[src/rtl/scanline_irq_pkg.sv]
package scanline_irq_pkg;
  typedef enum logic [1:0] {
    REG_TARGET = 2'd0,
    REG_CTRL   = 2'd1,
    REG_MUL_LO = 2'd2,
    REG_MUL_HI = 2'd3
  } reg_sel_e;

  localparam int unsigned EN_BIT = 7;
endpackage

[src/rtl/irq_line_ctr.sv]
module irq_line_ctr #(
  parameter int unsigned LINE_W   = 9,
  parameter int unsigned CNT_W    = 8,
  parameter int unsigned VBL_LINE = 241
) (
  input  logic              clk_i,
  input  logic              rst_ni,
  input  logic              tick_i,
  input  logic [LINE_W-1:0] line_i,
  input  logic              render_i,
  input  logic [CNT_W-1:0]  target_i,
  input  logic              ack_i,
  output logic              in_frame_o,
  output logic              pending_o
);
  localparam logic [LINE_W-1:0] VBL = LINE_W'(VBL_LINE);

  logic [LINE_W-1:0] next_line;
  logic [CNT_W-1:0]  cnt_q, cnt_d, cnt_inc;
  logic              in_q, in_d, pend_q, pend_d;
  logic              set, clr;

  assign next_line = line_i + LINE_W'(1);
  assign cnt_inc   = cnt_q + CNT_W'(1);

  always_comb begin
    cnt_d = cnt_q;
    in_d  = in_q;
    set   = 1'b0;
    clr   = 1'b0;
    if (tick_i) begin
      if (!render_i || next_line >= VBL) begin
        in_d  = 1'b0;
        cnt_d = '0;
        clr   = 1'b1;
      end else if (!in_q) begin
        in_d  = 1'b1;
        cnt_d = '0;
        clr   = 1'b1;
      end else begin
        cnt_d = cnt_inc;
        set   = (cnt_inc == target_i);
      end
    end
    // a match in the acknowledge cycle must not be lost
    if (set)              pend_d = 1'b1;
    else if (clr || ack_i) pend_d = 1'b0;
    else                  pend_d = pend_q;
  end

  always_ff @(posedge clk_i or negedge rst_ni) begin
    if (!rst_ni) begin
      cnt_q  <= '0;
      in_q   <= 1'b0;
      pend_q <= 1'b0;
    end else begin
      cnt_q  <= cnt_d;
      in_q   <= in_d;
      pend_q <= pend_d;
    end
  end

  assign in_frame_o = in_q;
  assign pending_o  = pend_q;
endmodule

[src/rtl/mul_unit.sv]
module mul_unit #(
  parameter int unsigned OP_W = 8
) (
  input  logic              clk_i,
  input  logic              rst_ni,
  input  logic              wr_a_i,
  input  logic              wr_b_i,
  input  logic [OP_W-1:0]   wdata_i,
  output logic [2*OP_W-1:0] prod_o
);
  logic [OP_W-1:0] a_q, b_q;

  always_ff @(posedge clk_i or negedge rst_ni) begin
    if (!rst_ni) begin
      a_q <= '0;
      b_q <= '0;
    end else begin
      if (wr_a_i) a_q <= wdata_i;
      if (wr_b_i) b_q <= wdata_i;
    end
  end

  assign prod_o = (2*OP_W)'(a_q) * (2*OP_W)'(b_q);
endmodule

[src/rtl/scanline_irq_mul.sv]
module scanline_irq_mul
  import scanline_irq_pkg::*;
#(
  parameter int unsigned DATA_W   = 8,
  parameter int unsigned LINE_W   = 9,
  parameter int unsigned VBL_LINE = 241
) (
  input  logic              clk_i,
  input  logic              rst_ni,
  input  logic              line_tick_i,
  input  logic [LINE_W-1:0] line_num_i,
  input  logic              render_en_i,
  input  logic              wr_en_i,
  input  logic              rd_en_i,
  input  logic [1:0]        addr_i,
  input  logic [DATA_W-1:0] wdata_i,
  output logic [DATA_W-1:0] rdata_o,
  output logic [DATA_W-1:0] peek_o,
  input  logic              ext_irq_i,
  output logic              irq_o
);
  localparam int unsigned PROD_W = 2 * DATA_W;

  logic [DATA_W-1:0] target_q;
  logic              en_q;
  logic              in_frame, pending, ack;
  logic [PROD_W-1:0] prod;
  logic [DATA_W-1:0] status;

  always_ff @(posedge clk_i or negedge rst_ni) begin
    if (!rst_ni) begin
      target_q <= '0;
      en_q     <= 1'b0;
    end else if (wr_en_i) begin
      if (addr_i == REG_TARGET) target_q <= wdata_i;
      if (addr_i == REG_CTRL)   en_q     <= wdata_i[EN_BIT];
    end
  end

  assign ack = rd_en_i && (addr_i == REG_CTRL);

  irq_line_ctr #(
    .LINE_W  (LINE_W),
    .CNT_W   (DATA_W),
    .VBL_LINE(VBL_LINE)
  ) i_ctr (
    .clk_i     (clk_i),
    .rst_ni    (rst_ni),
    .tick_i    (line_tick_i),
    .line_i    (line_num_i),
    .render_i  (render_en_i),
    .target_i  (target_q),
    .ack_i     (ack),
    .in_frame_o(in_frame),
    .pending_o (pending)
  );

  mul_unit #(.OP_W(DATA_W)) i_mul (
    .clk_i  (clk_i),
    .rst_ni (rst_ni),
    .wr_a_i (wr_en_i && addr_i == REG_MUL_LO),
    .wr_b_i (wr_en_i && addr_i == REG_MUL_HI),
    .wdata_i(wdata_i),
    .prod_o (prod)
  );

  always_comb begin
    status             = '0;
    status[DATA_W-1]   = pending;
    status[DATA_W-2]   = in_frame;
  end

  always_comb begin
    unique case (addr_i)
      REG_CTRL:   rdata_o = status;
      REG_MUL_LO: rdata_o = prod[DATA_W-1:0];
      REG_MUL_HI: rdata_o = prod[PROD_W-1:DATA_W];
      default:    rdata_o = '1;
    endcase
  end

  assign peek_o = status;
  assign irq_o  = (pending && en_q) || ext_irq_i;
endmodule

[config.mk]
export PLATFORM = sky130hd
export DESIGN_NAME = scanline_irq_mul
export DESIGN_NICKNAME = d
export VERILOG_FILES = /design/src/rtl/scanline_irq_pkg.sv /design/src/rtl/irq_line_ctr.sv /design/src/rtl/mul_unit.sv /design/src/rtl/scanline_irq_mul.sv
export SDC_FILE = /design/constraint.sdc
export NUM_CORES = 1
export LEC_CHECK = 0
export BUFFER_PORTS_ARGS = -buffer_cell sky130_fd_sc_hd__buf_2
export CORE_ASPECT_RATIO = 1.5
export CORE_UTILIZATION = 61
export DETAILED_ROUTE_END_ITERATION = 10
export PLACE_DENSITY_LB_ADDON = 0.3
export SLEW_MARGIN = 5
export SYNTH_ARGS = -nofsm -noshare
export SYNTH_HDL_FRONTEND = slang
export SYNTH_SLANG_ARGS = --single-unit
[constraint.sdc]
create_clock -name clk_i -period 5 [get_ports clk_i]
set_input_delay 0.5 -clock clk_i [delete_from_list [all_inputs] [get_ports clk_i]]
set_output_delay 0.5 -clock clk_i [all_outputs]
set_load 0.005 [all_outputs]
==> results by group, run 1 <==
Synthesis
  • Syn. warnings: 0
  • Post-Syn Area per Cell: 9.41 sq um
  • Register area share after synthesis: 0.209
  • Top-area cell type share of the netlist area: 0.209
  • Synth cell types: 58
  • Largest cells by area after synthesis: dfrtp_1 21%, fa_1 17%, ha_1 12%
  • Cell accounting for the most synthesized area: dfrtp_1
  • Synthesized cell area: 4190 sq um
  • Primary FF master, synth: dfrtp_1
  • Post-synthesis async set-or-reset flop share: 1.00
  • Post-synth EDFFs: 0
  • Register bit total from synthesis: 35
  • Synth Instances: 445

Placed design
  • Final HPWL DP: 7.58 mm
  • Port bufs: 36
  • Place WS: 30.0 ps
  • GPL Wtd Cong: 0.902

Timing
  • Fmax: 200 MHz
  • Final setup skew: 5.23 ps
  • Rel. slew slack: 0.498
  • Period utilization: 1.00
  • Unrepaired setup endpoints after global routing: yes
  • Worst setup margin: -5.95 ps
  • Final slew viol count: 0
  • Final hold violation count: 0
  • Setup-failing EPs final: 1
  • Min cycle time layout: 5010 ps
  • Slew at the pin closest to its max-slew limit: 752 ps

Floorplan
  • Die area: 7200 sq um
  • Initial core utilization: 0.637
  • Die H: 103 um
  • Core Region: 6580 sq um
  • Die width: 69.6 um
  • I/O pin count: 43
  • Std-Cell Rows: 36

Flow run
  • Max-cap viol count: 0

Critical path
  • CP startpoint: i_mul.b_q[7]
  • Crit Reg-Reg Startpoint: i_ctr.cnt_q[0]
  • Crit start category: flip-flop
  • CP Class: flip-flop to output pin
  • Critical path required time: 4500 ps
  • Worst path top cell family by delay: adder cells
  • WP data arrival: 4510 ps
  • Critical path's slowest cell: fa_1
  • CP max FO: 7
  • CP peak stage delay: 540 ps
  • Worst Setup End Kind: output pin
  • Cell mode on critical path: fa_1
  • CP Cell Sequence: buf_4 -> nand2_1 -> fa_1 -> inv_1 -> fa_1 -> fa_1 -> ha_1 -> ha_2 -> and3_1 -> a221o_1 -> buf_4 -> a311oi_2 -> mux2i_1 -> nand2_1 -> buf_2
  • Crit path buf inv count: 4

Worst hold path
  • Worst min path class: input pin to asynchronous set/reset pin

Drt
  • Remaining antenna violation count after routing: 0
  • First drt pass iteration count: 4
  • Vias/cell: 6.05
  • Via count: 3523
  • Iteration-0 DRC Markers: 87
  • DRT Wirelength: 9.91 mm
  • Post-DR wirelength/cell: 17.0 um
  • Post-route DRC: 0

Clock network
  • Root buf cell: clkbuf_8
  • Clock Tree Buf Depth: 2
  • Hold-fix buffer count after cts: 0
  • Htree depth: 2
  • CTS clk-pin slew, worst paths: 70 ps
  • Clk_lat worst skew: 290 ps
  • CTS Buf Count: 5
  • Clock Sinks: 35
  • CTS tree: done

Layout
  • Area occupied by multi-input gates: 3260 sq um
  • Commonest non-fill, non-tap cell in the layout: inv_1
  • Post-layout nets: 606
  • Area Growth Syn to Fin: 18.4%
  • Most frequent cells in the layout: 55 x inv_1, 47 x and2_1, 37 x buf_2, 32 x fa_1, 30 x ha_1
  • Fill count: 451
  • Register area: 888 sq um
  • Share of layout cells above drive strength 1: 0.304
  • ANT cells: 0

GRT
  • GRT Residual Overflow: 0
  • Gr usage total: 0.287
  • First-pass GRT wire length: 16.3 mm
  • Vias in the first global route: 3668
  • Largest net degree at the start of global routing: 36
  • Initial antenna violation count: 0

Status
  • Status: finished, violations left
  • Failing checks: negative setup slack
==> Yosys cell counts, drive strengths merged, types with 7 or more instances <==
library cell / n
nand3: 13
ha: 39
inv: 60
o21ai: 12
dfrtp: 35
a21oi: 8
nor2: 12
a21o: 7
buf: 8
nor3: 7
fa: 36
and2: 53
xnor2: 10
nand2: 29
o22ai: 7
mux2: 25
==> final cells by class <==
class | instances | area share
well taps | 76 | 0.0192
inverters | 61 | 0.0462
flip-flops and latches | 35 | 0.179
clock inverters | 3 | 0.00883
multi-input cells | 341 | 0.657
clock buffers | 5 | 0.0139
repair buffers | 61 | 0.0754
==> timing repair <==
| action | CTS | global route |
|---|---|---|
| hold endpoints to repair | 0 | 0 |
| gates resized for setup | 41 | 30 |
| endpoints found under the setup margin | 5 | 7 |
| pin swaps | 24 | 37 |
| gates cloned | 0 | 0 |
| buffers inserted | 11 | 7 |
==> logic make-up after synthesis <==
logic type      Yosys count  share of synthesized area
fa+ha+maj                75                      0.289
flops                    35                      0.209
xor+xnor                 16                     0.0335
mux                      28                     0.0744
other cells               1                   0.000896
buf+inv                  74                     0.0738
compound gates           72                      0.128
simple gates            144                      0.191
==> state kept, by name, indices dropped and copies added, names as in the netlist <==
register	flops
en_q	1
i_ctr.cnt_q	8
i_ctr.in_frame_o	1
i_ctr.pending_o	1
i_mul.a_q	8
i_mul.b_q	8
target_q	8
==> per-stage QoR <==
stage               instance area [sq um]  std cells  TNS [ps]  utilization  hold WS, ps
floorplan                            4210        450         0            -          204
global placement                     4450        556         0        0.677          502
detailed placement                   4450        556         0        0.677          502
CTS                                  4810        575         0        0.732          288
global route                         4960        582      -423        0.754          336
finish                               4960        582     -5.95        0.754          268
==> layer usage <==
metal / up-vias / global-route usage / wire length (um)
li1: 1636 / - / -
met1: 1729 / 0.295 / 3620
met2: 115 / 0.562 / 5480
met3: 43 / 0.0252 / 296
met4: 0 / 0.183 / 519
met5: - / 0 / 0
==> final timing paths <==
check / to / slack [ps] / cells past startpoint
worst max-delay path: rdata_o[6] / -6 / 15
worst min-delay path: i_ctr.cnt_q[0] / 270 / 1
worst max register to register: i_ctr.pending_o / 3050 / 6
worst min register to register: en_q / 510 / 1
max in group asynchronous: i_mul.b_q[6] / 4200 / 1
min in group clk_i: target_q[3] / 470 / 2
Power of run 1 is not shown: default switching activity piles up to over one toggle a cycle in this logic, so the estimate is an artifact.
==> inputs of run 2 (changes only) <==
--- a/config.mk
+++ b/config.mk
@@ -8,6 +8,7 @@
 export BUFFER_PORTS_ARGS = -buffer_cell sky130_fd_sc_hd__buf_2
 export CORE_ASPECT_RATIO = 1.5
 export CORE_UTILIZATION = 61
+export CTS_BUF_LIST = sky130_fd_sc_hd__clkbuf_4 sky130_fd_sc_hd__clkbuf_8 sky130_fd_sc_hd__clkbuf_16
 export DETAILED_ROUTE_END_ITERATION = 10
 export PLACE_DENSITY_LB_ADDON = 0.3
 export SLEW_MARGIN = 5
==> constraint.sdc (replaced) <==
create_clock -name clk_i -period 5 [get_ports clk_i]
set_input_delay 0.25 -clock clk_i [delete_from_list [all_inputs] [get_ports clk_i]]
set_output_delay 0.25 -clock clk_i [all_outputs]
set_load 0.005 [all_outputs]
==> run 2 against run 1 <==
  * The flow now finishes without violations
  * First-iteration DRC count increased by 46%
  * Setup slack improved by 170 ps
  * Clock skew increased by 5.7 ps
  * Maximum frequency increased by 3.5%
  * Core utilization decreased by 2.5 points
  * Non-clock buffer count decreased by 8
==> results by group, run 2 (synthesis gave the netlist of run 1 again) <==
Critical path
  • Worst Setup End Kind: output pin
  • Worst path top cell family by delay: adder cells
  • Cell mode on critical path: fa_1
  • CP peak stage delay: 530 ps (about the same)
  • Critical path required time: 4750 ps (+250 ps)
  • CP startpoint: i_mul.a_q[5]
  • CP Class: flip-flop to output pin
  • Crit start category: flip-flop
  • CP max FO: 5 (-2)
  • CP Cell Sequence: buf_4 -> nand2_1 -> fa_1 -> fa_1 -> inv_1 -> fa_1 -> inv_1 -> fa_1 -> inv_1 -> ha_4 -> o21ai_2 -> o21bai_1 -> a2111oi_2 -> buf_4 -> o21ai_0 -> nor4bb_2 -> buf_2
  • Crit path buf inv count: 6 (+2)
  • WP data arrival: 4590 ps (+80 ps)
  • Critical path's slowest cell: fa_1
  • Crit Reg-Reg Startpoint: i_ctr.cnt_q[0]

Layout
  • Area Growth Syn to Fin: 14.6%
  • Most frequent cells in the layout: 60 x inv_1, 52 x and2_1, 36 x buf_2, 34 x fa_1, 33 x ha_1
  • ANT cells: 0 (unchanged)
  • Commonest non-fill, non-tap cell in the layout: inv_1
  • Design area: 4800 sq um (-3.3%)
  • Post-layout nets: 598 (-1.3%)
  • Share of layout cells above drive strength 1: 0.257 (-0.0473)
  • Non-Filler Instances: 574 (-1.4%)
  • Util after Layout: 0.729 (-0.0245)

Drt
  • DRT Wirelength: 9.65 mm (-2.7%)
  • First drt pass iteration count: 4 (unchanged)
  • Post-route DRC: 0 (unchanged)
  • Post-DR wirelength/cell: 16.8 um (-1.3%)
  • Iteration-0 DRC Markers: 127 (+46%)
  • Via count: 3457 (-1.9%)
  • Remaining antenna violation count after routing: 0 (unchanged)
  • Vias/cell: 6.02 (-0.51%)

Clock network
  • CTS clk-pin slew, worst paths: 80 ps (about the same)
  • Clock Tree Buf Depth: 2 (unchanged)
  • Clock Sinks: 35 (unchanged)
  • CTS tree: done
  • Root buf cell: clkbuf_8
  • CTS Buf Count: 5 (unchanged)
  • Htree depth: 2 (unchanged)
  • Clk_lat worst skew: 290 ps (about the same)

Placed design
  • Placed cell area: 4410 sq um (-1.0%)
  • Final HPWL DP: 7.67 mm (+1.2%)
  • Port bufs: 36 (unchanged)
  • Dpl cells: 550 (-1.1%)
  • GPL Wtd Cong: 0.895 (-0.78%)

Flow run
  • Max-cap viol count: 0 (unchanged)

Floorplan
  • Std-Cell Rows: 36 (unchanged)
  • Die area: 7200 sq um (unchanged)
  • Die H: 103 um (unchanged)
  • Initial core utilization: 0.637 (unchanged)
  • Core Region: 6580 sq um (unchanged)
  • Die width: 69.6 um (unchanged)
  • I/O pin count: 43 (unchanged)

GRT
  • Vias in the first global route: 3445 (-6.1%)
  • Gr usage total: 0.271 (-0.0160)
  • Initial antenna violation count: 0 (unchanged)
  • Largest net degree at the start of global routing: 36 (unchanged)
  • First-pass GRT wire length: 15.4 mm (-5.8%)
  • GRT Residual Overflow: 0 (unchanged)

Power and ir drop
  • Power density cells: 755 nW/um^2
  • Net switching power: 0.00173 W
  • P_int: 0.00190 W
  • Max VDD drop: 0.414 mV
  • Static Leak: 2.30 nW
  • Sequential power share: 0.107
  • Clock power share: 0.070
  • Combinational cell fraction of total power: 0.823
  • Sw Share: 0.477

Timing
  • Setup TNS: 0 ps (+5.95 ps)
  • Final hold violation count: 0 (unchanged)
  • Min cycle time layout: 4840 ps (-167 ps)
  • Final setup skew: 11.0 ps (+5.75 ps)
  • Rel. slew slack: 0.507 (+0.00836)
  • Slew at the pin closest to its max-slew limit: 740 ps (-12.5 ps)
  • Period utilization: 0.968 (-0.0334)
  • Final slew viol count: 0 (unchanged)
  • Setup-failing EPs final: 0 (-1)
  • Fmax: 207 MHz (+3.5%)
  • Hold WS: 13.3 ps (-255 ps)

Worst hold path
  • Worst min path class: input pin to asynchronous set/reset pin

Status
  • Status: complete, no violations
run 2: cell types whose count changed in the layout (fill, tap and decap cells not counted), sizes merged:
cell / before / now
buf: 60 / 52
clkbuf: 6 / 5
dlymetal6s4s: 0 / 1
run 2: power groups by stage:
stage	clock network (W)	logic (W)	registers, W
after detailed placement	0	0.00239	0.000394
after global routing	0.000267	0.00327	0.000394
final	0.000254	0.00298	0.000386
after floorplan	0	0.00183	0.000368
after CTS	0.000257	0.00244	0.000387
after global placement	0	0.00230	0.000392
run 2: path summary, 6_finish.rpt:
kind	slack [ps]	end	depth (start not counted)
max in group asynchronous	4450	i_mul.a_q[7]	1
min in group clk_i	230	target_q[2]	2
hold / removal	10	target_q[1]	1
hold reg to reg	510	en_q	1
setup / recovery	160	rdata_o[3]	17
setup reg to reg	3030	i_ctr.pending_o	6
run 2: layout make-up:
class | instances | area (sq um)
repair buffers | 53 | 313
fillers | 472 | 1780
well taps | 76 | 95.1
flip-flops and latches | 35 | 892
inverters | 61 | 229
multi-input cells | 341 | 3160
clock inverters | 3 | 43.8
clock buffers | 5 | 68.8
run 2: metrics by stage:
step	power [W]	worst slack (ps)
floorplan	0.00219	602
global placement	0.00269	287
detailed placement	0.00278	220
CTS	0.00308	-13.7
global route	0.00393	-6.17
finish	0.00362	161
run 2: metal layers:
layer / part of all wire / up-vias / global-route usage
met3: 0.031 / 27 / 0.0165
met2: 0.57 / 108 / 0.563
met4: 0.031 / 0 / 0.129
li1: - / 1621 / -
met5: 0 / - / 0
met1: 0.37 / 1701 / 0.273
run 2: repair_timing:
| action | in CTS | in global routing |
|---|---|---|
| setup buffers | 4 | 12 |
| pin swaps | 0 | 17 |
| setup endpoints to repair | 2 | 6 |
| resized for setup | 8 | 32 |
| hold buffers | 0 | 0 |
No activity file was read; power rests on OpenSTA's default activity.
